$ cat src/rtl/lw_sram.sv
module lw_sram #(
  parameter int LANES  = 2,
  parameter int LANE_W = 9,
  parameter int ADDR_W = 6,
  localparam int DW    = LANES * LANE_W
) (
  input  logic              clk,
  input  logic              rst_n,
  input  logic              pipe_mode,
  input  logic              burst_ilv,
  input  logic              oe,
  input  logic              sleep,
  input  logic              ce_a,
  input  logic              ce_b,
  input  logic              ce_c,
  input  logic              adv,
  input  logic              we,
  input  logic [ADDR_W-1:0] addr,
  input  logic [LANES-1:0]  lane_we,
  input  logic [DW-1:0]     wdata,
  output logic [DW-1:0]     rdata,
  output logic              drive
);
  localparam int DEPTH = 2 ** ADDR_W;

  logic [DW-1:0] mem [DEPTH];

  logic              b_act, b_we;
  logic [ADDR_W-1:0] b_base;
  logic [1:0]        b_beat;

  wire [1:0] nbeat = b_beat + 2'd1;
  wire [1:0] nlo   = burst_ilv ? (b_base[1:0] ^ nbeat) : (b_base[1:0] + nbeat);
  wire       sel   = ce_a & ce_b & ce_c;
  wire       start = !sleep && !adv && sel;
  wire       cont  = !sleep && adv && b_act;

  wire              c_we   = start ? we : b_we;
  wire [ADDR_W-1:0] c_addr = start ? addr : {b_base[ADDR_W-1:2], nlo};

  logic              s1_v, s1_we, s2_v, s2_we;
  logic [ADDR_W-1:0] s1_a, s2_a;
  logic [LANES-1:0]  s1_l, s2_l;

  always_ff @(posedge clk or negedge rst_n) begin
    if (!rst_n) begin
      b_act <= 1'b0;
      s1_v  <= 1'b0;
      s2_v  <= 1'b0;
    end else begin
      if (start)              b_act <= 1'b1;
      else if (!sleep && !adv) b_act <= 1'b0;
      s1_v <= start || cont;
      s2_v <= s1_v;
    end
  end

  always_ff @(posedge clk) begin
    if (start) begin
      b_base <= addr;
      b_we   <= we;
      b_beat <= 2'd0;
    end else if (cont) begin
      b_beat <= nbeat;
    end
    s1_we <= c_we;
    s1_a  <= c_addr;
    s1_l  <= start ? lane_we : (cont ? lane_we : s1_l);
    s2_we <= s1_we;
    s2_a  <= s1_a;
    s2_l  <= s1_l;
  end

  wire              wv = pipe_mode ? (s2_v && s2_we) : (s1_v && s1_we);
  wire [ADDR_W-1:0] wa = pipe_mode ? s2_a : s1_a;
  wire [LANES-1:0]  wl = pipe_mode ? s2_l : s1_l;

  logic [DW-1:0] fwd;
  always_comb begin
    fwd = mem[s1_a];
    for (int i = 0; i < LANES; i++)
      if (wv && wa == s1_a && wl[i]) fwd[i*LANE_W +: LANE_W] = wdata[i*LANE_W +: LANE_W];
  end

  always_ff @(posedge clk) begin
    for (int i = 0; i < LANES; i++)
      if (wv && wl[i]) mem[wa][i*LANE_W +: LANE_W] <= wdata[i*LANE_W +: LANE_W];
  end

  logic          q_v;
  logic [DW-1:0] q_d;
  always_ff @(posedge clk or negedge rst_n) begin
    if (!rst_n) begin
      q_v <= 1'b0;
      q_d <= '0;
    end else begin
      q_v <= s1_v && !s1_we;
      q_d <= fwd;
    end
  end

  wire out_v = pipe_mode ? q_v : (s1_v && !s1_we);
  assign drive = out_v && oe && !sleep;
  assign rdata = drive ? (pipe_mode ? q_d : mem[s1_a]) : '0;
endmodule


$ cat config.mk
export PLATFORM = sky130hd
export DESIGN_NAME = lw_sram
export DESIGN_NICKNAME = d
export VERILOG_FILES = /design/src/rtl/lw_sram.sv
export SDC_FILE = /design/constraint.sdc
export NUM_CORES = 1
export LEC_CHECK = 0
export BUFFER_PORTS_ARGS = -buffer_cell sky130_fd_sc_hd__buf_2
export CAP_MARGIN = 15
export CORE_ASPECT_RATIO = 0.5
export CORE_MARGIN = 4
export CORE_UTILIZATION = 40
export CTS_BUF_LIST = sky130_fd_sc_hd__clkbuf_16
export DETAILED_ROUTE_END_ITERATION = 16
export SLEW_MARGIN = 25
export SYNTH_ARGS = -nofsm -noshare
export SYNTH_HDL_FRONTEND = slang
export SYNTH_SLANG_ARGS = --single-unit
$ cat constraint.sdc
create_clock -name clk -period 2.67 [get_ports clk]
set_input_delay 0.1335 -clock clk [delete_from_list [all_inputs] [get_ports clk]]
set_output_delay 0.1335 -clock clk [all_outputs]
set_load 0.02 [all_outputs]
==> results.cfg, run 1 <==
[power_and_ir_drop]
combPwrFrac_pct = 26.9
clkPwrFrac_pct = 31.2
seqPwrFrac_pct = 41.9
power_switching_mw = 13.3
swShare_pct = 26.6
power_mw = 50.0
p_per_area_mw_per_mm2 = 877
p_leak_nw = 18.8
p_int_mw = 36.7
vdd_ir_drop_max_v = 0.000508

[outcome]
failed_checks = negative setup slack
status = finished, violations left

[sta]
worstMarginPinSlew_ns = 0.896
timing.fmax_ghz = 0.307
setup_ws_ns = -0.587
rsz0062_at_grt = true
slew_headroom_pct = 40.3
drv_slew = 0
period_needed_ns = 3.26
tns_ns = -10.30
hold_viol = 0
fin_skew_ns = 0.0153
fin_crit_sh_pct = 122
finalSetupViolations = 32

[grt]
antenna_found_initial = 0
grt-ovfl-total = 0
grt_usage_pct = 18.6
grt_pass1_vias = 24244
grt_max_degree = 66
grt_pass1_wl_um = 169000

[clocking]
cts_made_buffers = 108
root_buffer = clkbuf_16
clkTransAtPathRegs_ns = 0.06
clockBufferDepth = 3
insertion_delay_ns = 0.70
clock_sinks = 1200
cts_tree = yes
h-tree-depth = 3

[finish]
final_util_pct = 49.3
fin_nets = 2744
final_cell_mix = edfxtp_1 (1,161), mux4_2 (253), buf_4 (246), mux2i_1 (142), clkbuf_16 (118)
final_common_cell = edfxtp_1
drive_gt1_share_pct = 35.3
area_delta_synth_final_pct = 21.9
antenna_cells = 0

[logic_synthesis]
syn_nets = 2324
synth_edf_count = 1161
synth_top_flop_cell = edfxtp_1
synth.area.top_cells = edfxtp_1 (75%), mux4_2 (12%), mux2i_1 (3.0%)
netlist.area_leader.share_pct = 74.5
synth_seq_area_share_pct = 76.4
synth_area_leader_cell = edfxtp_1
synth_area_per_cell_um2 = 20.5
synthCells = 2286
yosys_warnings = 0
ys_seq_elements = 1200
syn_area_mm2 = 0.0468
async_flop_share_pct = 1.83
yosys.cell_types.count = 42

[floorplan]
die_x_um = 492
die_area_mm2 = 0.123
initial_core_util_pct = 40.4
core_mm2 = 0.116
rows = 88
die_h_um = 250
ios = 56

[drt]
finalWirelength_um = 116000
drc = 0
route.vias.total = 24431
final_antenna_net_count = 0
firstDrtPassIters = 5
wl_per_cell_um = 26.6
vias_per_cell = 5.59
drtIter0Drc = 2687

[critical_path]
path_class = reg -> out
crit_chain = buf_4, and3_1, buf_4, a21oi_1, nand4_1, a22oi_1, nand2_1, buf_6
start_kind = flop
cp_common_cell = buf_4
crit_fanout = 9
cp.arrival_ns = 3.12
cp_num_buf_inv = 3
cp-end-kind = primary output
cp_data_required_time_ns = 2.54
cp_slowest_cell = dfxtp_1
crit_family = simple AND/OR/NAND/NOR gates
cpPeakStageDelay_ns = 0.67

[placed_design]
place_ws_ns = -0.116
dp_hpwl_um = 72800
io_buffers = 55
gpl.final_weighted_congestion = 0.817

[flow_run]
cap_violations = 0

[hold_path]
hold_class = in -> reg
[cell type report]
type	instances	area, µm²
fill	9262	58700
sequential	1200	35800
multi-input combinational	957	11200
timing repair buffer	432	4470
clock buffer	109	2730
tap	1575	1970
clock inverter	92	826
inverter	7	26.3
[per-layer routing]
metal	GRT usage, %	share of wire, %	vias to the layer above
met1	28.1	44	13067
met2	28.2	46	932
met4	4.13	1.8	0
met3	3.23	7.5	141
met5	0	0	-
li1	-	-	10291
[through the flow]
stage	hold slack, ns	cells	instance area, µm²
global placement	0.184	4055	51400
CTS	0.00725	4343	56300
finish	0.0319	4372	57000
global route	0.0407	4372	57000
floorplan	-0.162	2286	47100
detailed placement	0.187	4055	51400
[synth_stat cells (2+ instances only)]
cell         n
edfxtp_1  1161
mux4_2     253
nor2_1     149
mux2i_1    142
a22oi_1    104
nand2_1     69
nor2b_1     59
clkbuf_1    54
buf_2       46
a21oi_1     37
nand3_1     35
mux2_2      26
dfrtp_1     22
nand4_1     18
a221o_1     17
dfxtp_1     17
buf_1       13
buf_6        6
xnor2_1      6
inv_1        5
o21ai_0      5
o32ai_1      4
xor2_1       4
and3_1       3
buf_12       3
nand2b_1     3
nand3b_1     3
or3_1        3
a31oi_1      2
a32oi_1      2
clkinv_1     2
o221ai_1     2
or3b_2       2
[sequential cells by signal, summed over array words and instances (netlist names)]
name	count
s2_v	1
q_d	18
s1_l	2
b_base	6
s2_a	6
b_beat	2
s1_v	1
s2_l	2
q_v	1
s1_a	6
b_act	1
s1_we	1
s2_we	1
mem	1152
[what timing repair did]
action	CTS	global route
gates cloned	8	9
hold buffers	31	0
endpoints found under the hold margin	305	0
resized for setup	94	85
endpoints found under the setup margin	28	89
pin swaps	32	33
buffers inserted	49	23
[cells by family (layout without fill, tap and decap cells)]
family / after synthesis / count (layout) / synth area share (%)
AND/OR/NAND/NOR: 346 / 347 / 3.39
AO/OA/AOI/OAI: 178 / 178 / 2.75
buffers and inverters: 130 / 640 / 1.37
adder cells (fa/ha/maj): 1 / 1 / 0.0267
XOR/XNOR: 10 / 10 / 0.187
multiplexers: 421 / 421 / 15.8
flip-flops: 1200 / 1200 / 76.4
[path summary, 6_finish.rpt]
check                           slack [ns]          to  cells after the start      from
worst min register to register        0.44        s2_v                      0      s1_v
max in group asynchronous             2.01     q_d[12]                      4     rst_n
worst max-delay path                 -0.59   rdata[16]                      8   s1_a[5]
worst max register to register       -0.08      q_d[7]                     11   s1_a[0]
min in group asynchronous             0.47       b_act                      4     rst_n
worst min-delay path                  0.03  mem[46][0]                      1  wdata[0]
[power groups by stage]
| stage | sequential, mW | clock, mW | combinational, mW |
|---|---|---|---|
| 4_1_cts | 20.9 | 15.8 | 12.7 |
| 3_5_place_dp | 21.3 | 0 | 11.4 |
| 5_1_grt | 20.9 | 16.7 | 14.2 |
| 2_1_floorplan | 21.2 | 0 | 7.21 |
| 3_3_place_gp | 21.3 | 0 | 11.3 |
| 6_report | 20.9 | 15.6 | 13.5 |
(Power assumes the default switching activity.)
==> inputs of run 2 (changes only) <==
--- a/config.mk
+++ b/config.mk
@@ -12,6 +12,7 @@
 export CORE_UTILIZATION = 40
 export CTS_BUF_LIST = sky130_fd_sc_hd__clkbuf_16
 export DETAILED_ROUTE_END_ITERATION = 16
+export RECOVER_POWER = 25
 export SLEW_MARGIN = 25
 export SYNTH_ARGS = -nofsm -noshare
 export SYNTH_HDL_FRONTEND = slang
==> results.cfg, run 2 (same netlist as run 1, synthesis figures left out) <==
[finish]
antenna_cells = 0
final_cell_mix = edfxtp_1 (1,161), mux4_2 (253), buf_4 (241), mux2i_1 (142), clkbuf_16 (118)
area_delta_synth_final_pct = 21.7
final_common_cell = edfxtp_1
drive_gt1_share_pct = 34.6
fill_cells = 9273
seq_area_mm2 = 0.0358
largest_reg_flops = 1152
largest-register = mem
reg.largest.list = mem: 1152 flops, q_d: 18 flops
fin_nets = 2744
multi_input_area_mm2 = 0.0112

[floorplan]
core_mm2 = 0.116
die_x_um = 492
die_area_mm2 = 0.123
die_h_um = 250
ios = 56
initial_core_util_pct = 40.4
rows = 88

[sta]
setup_ws_ns = -0.589
hold_viol = 0
fin_crit_sh_pct = 122
tns_ns = -10.29
drv_slew = 359
rsz0062_at_grt = true
finalSetupViolations = 32
fin_skew_ns = 0.0149
period_needed_ns = 3.26
worstMarginPinSlew_ns = 2.15
slew_headroom_pct = -43.6
timing.fmax_ghz = 0.307

[drt]
drtIter0Drc = 2784
finalWirelength_um = 116000
route.vias.total = 24421
drc = 0
firstDrtPassIters = 8
wl_per_cell_um = 26.6
final_antenna_net_count = 0
vias_per_cell = 5.59

[clocking]
root_buffer = clkbuf_16
cts_tree = yes
clockBufferDepth = 3
cts_made_buffers = 108
insertion_delay_ns = 0.71
clock_sinks = 1200
h-tree-depth = 3
clkTransAtPathRegs_ns = 0.07

[critical_path]
cp_data_required_time_ns = 2.54
crit_fanout = 8
cp_num_buf_inv = 4
path_class = reg -> out
crit_chain = buf_12, buf_12, buf_16, mux4_2, nor2b_1, a21oi_1, nand4_1, a22oi_1, nand2_1, buf_6
cp_slowest_cell = mux4_2
cp_common_cell = buf_12
crit_family = buffers and inverters
cpPeakStageDelay_ns = 0.48
start_kind = flop
cp-end-kind = primary output
reg2reg_setup_slack_ns = -0.08
cp.arrival_ns = 3.13

[hold_path]
hold_class = in -> reg

[grt]
grt-ovfl-total = 0
antenna_found_initial = 0
grt_usage_pct = 18.6
grt_pass1_vias = 24244
grt_max_degree = 66
grt_pass1_wl_um = 169000

[outcome]
failed_checks = max-capacitance violations, max-slew violations, negative setup slack
status = finished, violations left

[placed_design]
io_buffers = 55
gpl.final_weighted_congestion = 0.817
dp_hpwl_um = 72800

[power_and_ir_drop]
p_leak_nw = 18.8
power_mw = 50.0
vdd_ir_drop_max_v = 0.000513
p_per_area_mw_per_mm2 = 878

[flow_run]
cap_violations = 10
run 2: through the flow:
step	utilization (%)	hold slack, ns	setup slack, ns	instances	instance area [µm²]
after floorplan	-	-0.162	-0.122	2286	47100
after global placement	44.5	0.184	-0.0648	4055	51400
after detailed placement	44.5	0.187	-0.116	4055	51400
after CTS	48.7	0.00725	-0.637	4343	56300
after global routing	49.2	0.119	-0.689	4372	56900
final	49.2	0.146	-0.589	4372	56900
run 2: path summary, 6_finish.rpt:
path | depth (start not counted) | startpoint | to
max | 10 | s1_a[0] | rdata[16]
min | 2 | we | s1_we
max reg2reg | 8 | s1_a[0] | q_d[12]
min reg2reg | 0 | s1_we | s2_we
max in group asynchronous | 4 | rst_n | q_d[12]
min in group asynchronous | 4 | rst_n | b_act
run 2: report_power, final:
group / leakage [nW] / internal [mW] / switching (mW) / total, mW
Sequential: 10.8 / 20.8 / 0.140 / 20.9
Clock: 1.82 / 8.70 / 6.90 / 15.6
Combinational: 6.10 / 7.16 / 6.27 / 13.4
run 2: area by class of cell:
| cell class | instances | share of cell area (%) |
|---|---|---|
| flip-flops and latches | 1200 | 62.8 |
| multi-input cells | 957 | 19.7 |
| repair buffers | 432 | 7.73 |
| clock buffers | 109 | 4.79 |
| well taps | 1575 | 3.46 |
| clock inverters | 92 | 1.45 |
| inverters | 7 | 0.0461 |
run 2: routing by layer:
metal	vias to the layer above	part of all wire, %	global-route usage, %
li1	10289	-	-
met1	12991	44	28.1
met2	995	46	28.2
met3	146	8.1	3.23
met4	0	1.9	4.13
met5	-	0	0
run 2: what timing repair did:
item                       in CTS  in global routing
hold buffers                   31                  0
setup endpoints to repair      28                 89
hold endpoints to repair      305                  0
pin swaps                      32                 33
gates resized for setup        94                 85
gates cloned                    8                  9
setup buffers                  49                 23
run 2: worst reg2reg max path: stages (launching register included):
cell	delay, ns
dfxtp_4	0.38
buf_12	0.19
buf_8	0.15
buf_8	0.14
mux4_2	0.56
mux4_2	0.53
nor2b_4	0.15
mux2_4	0.26
a221o_1	0.26
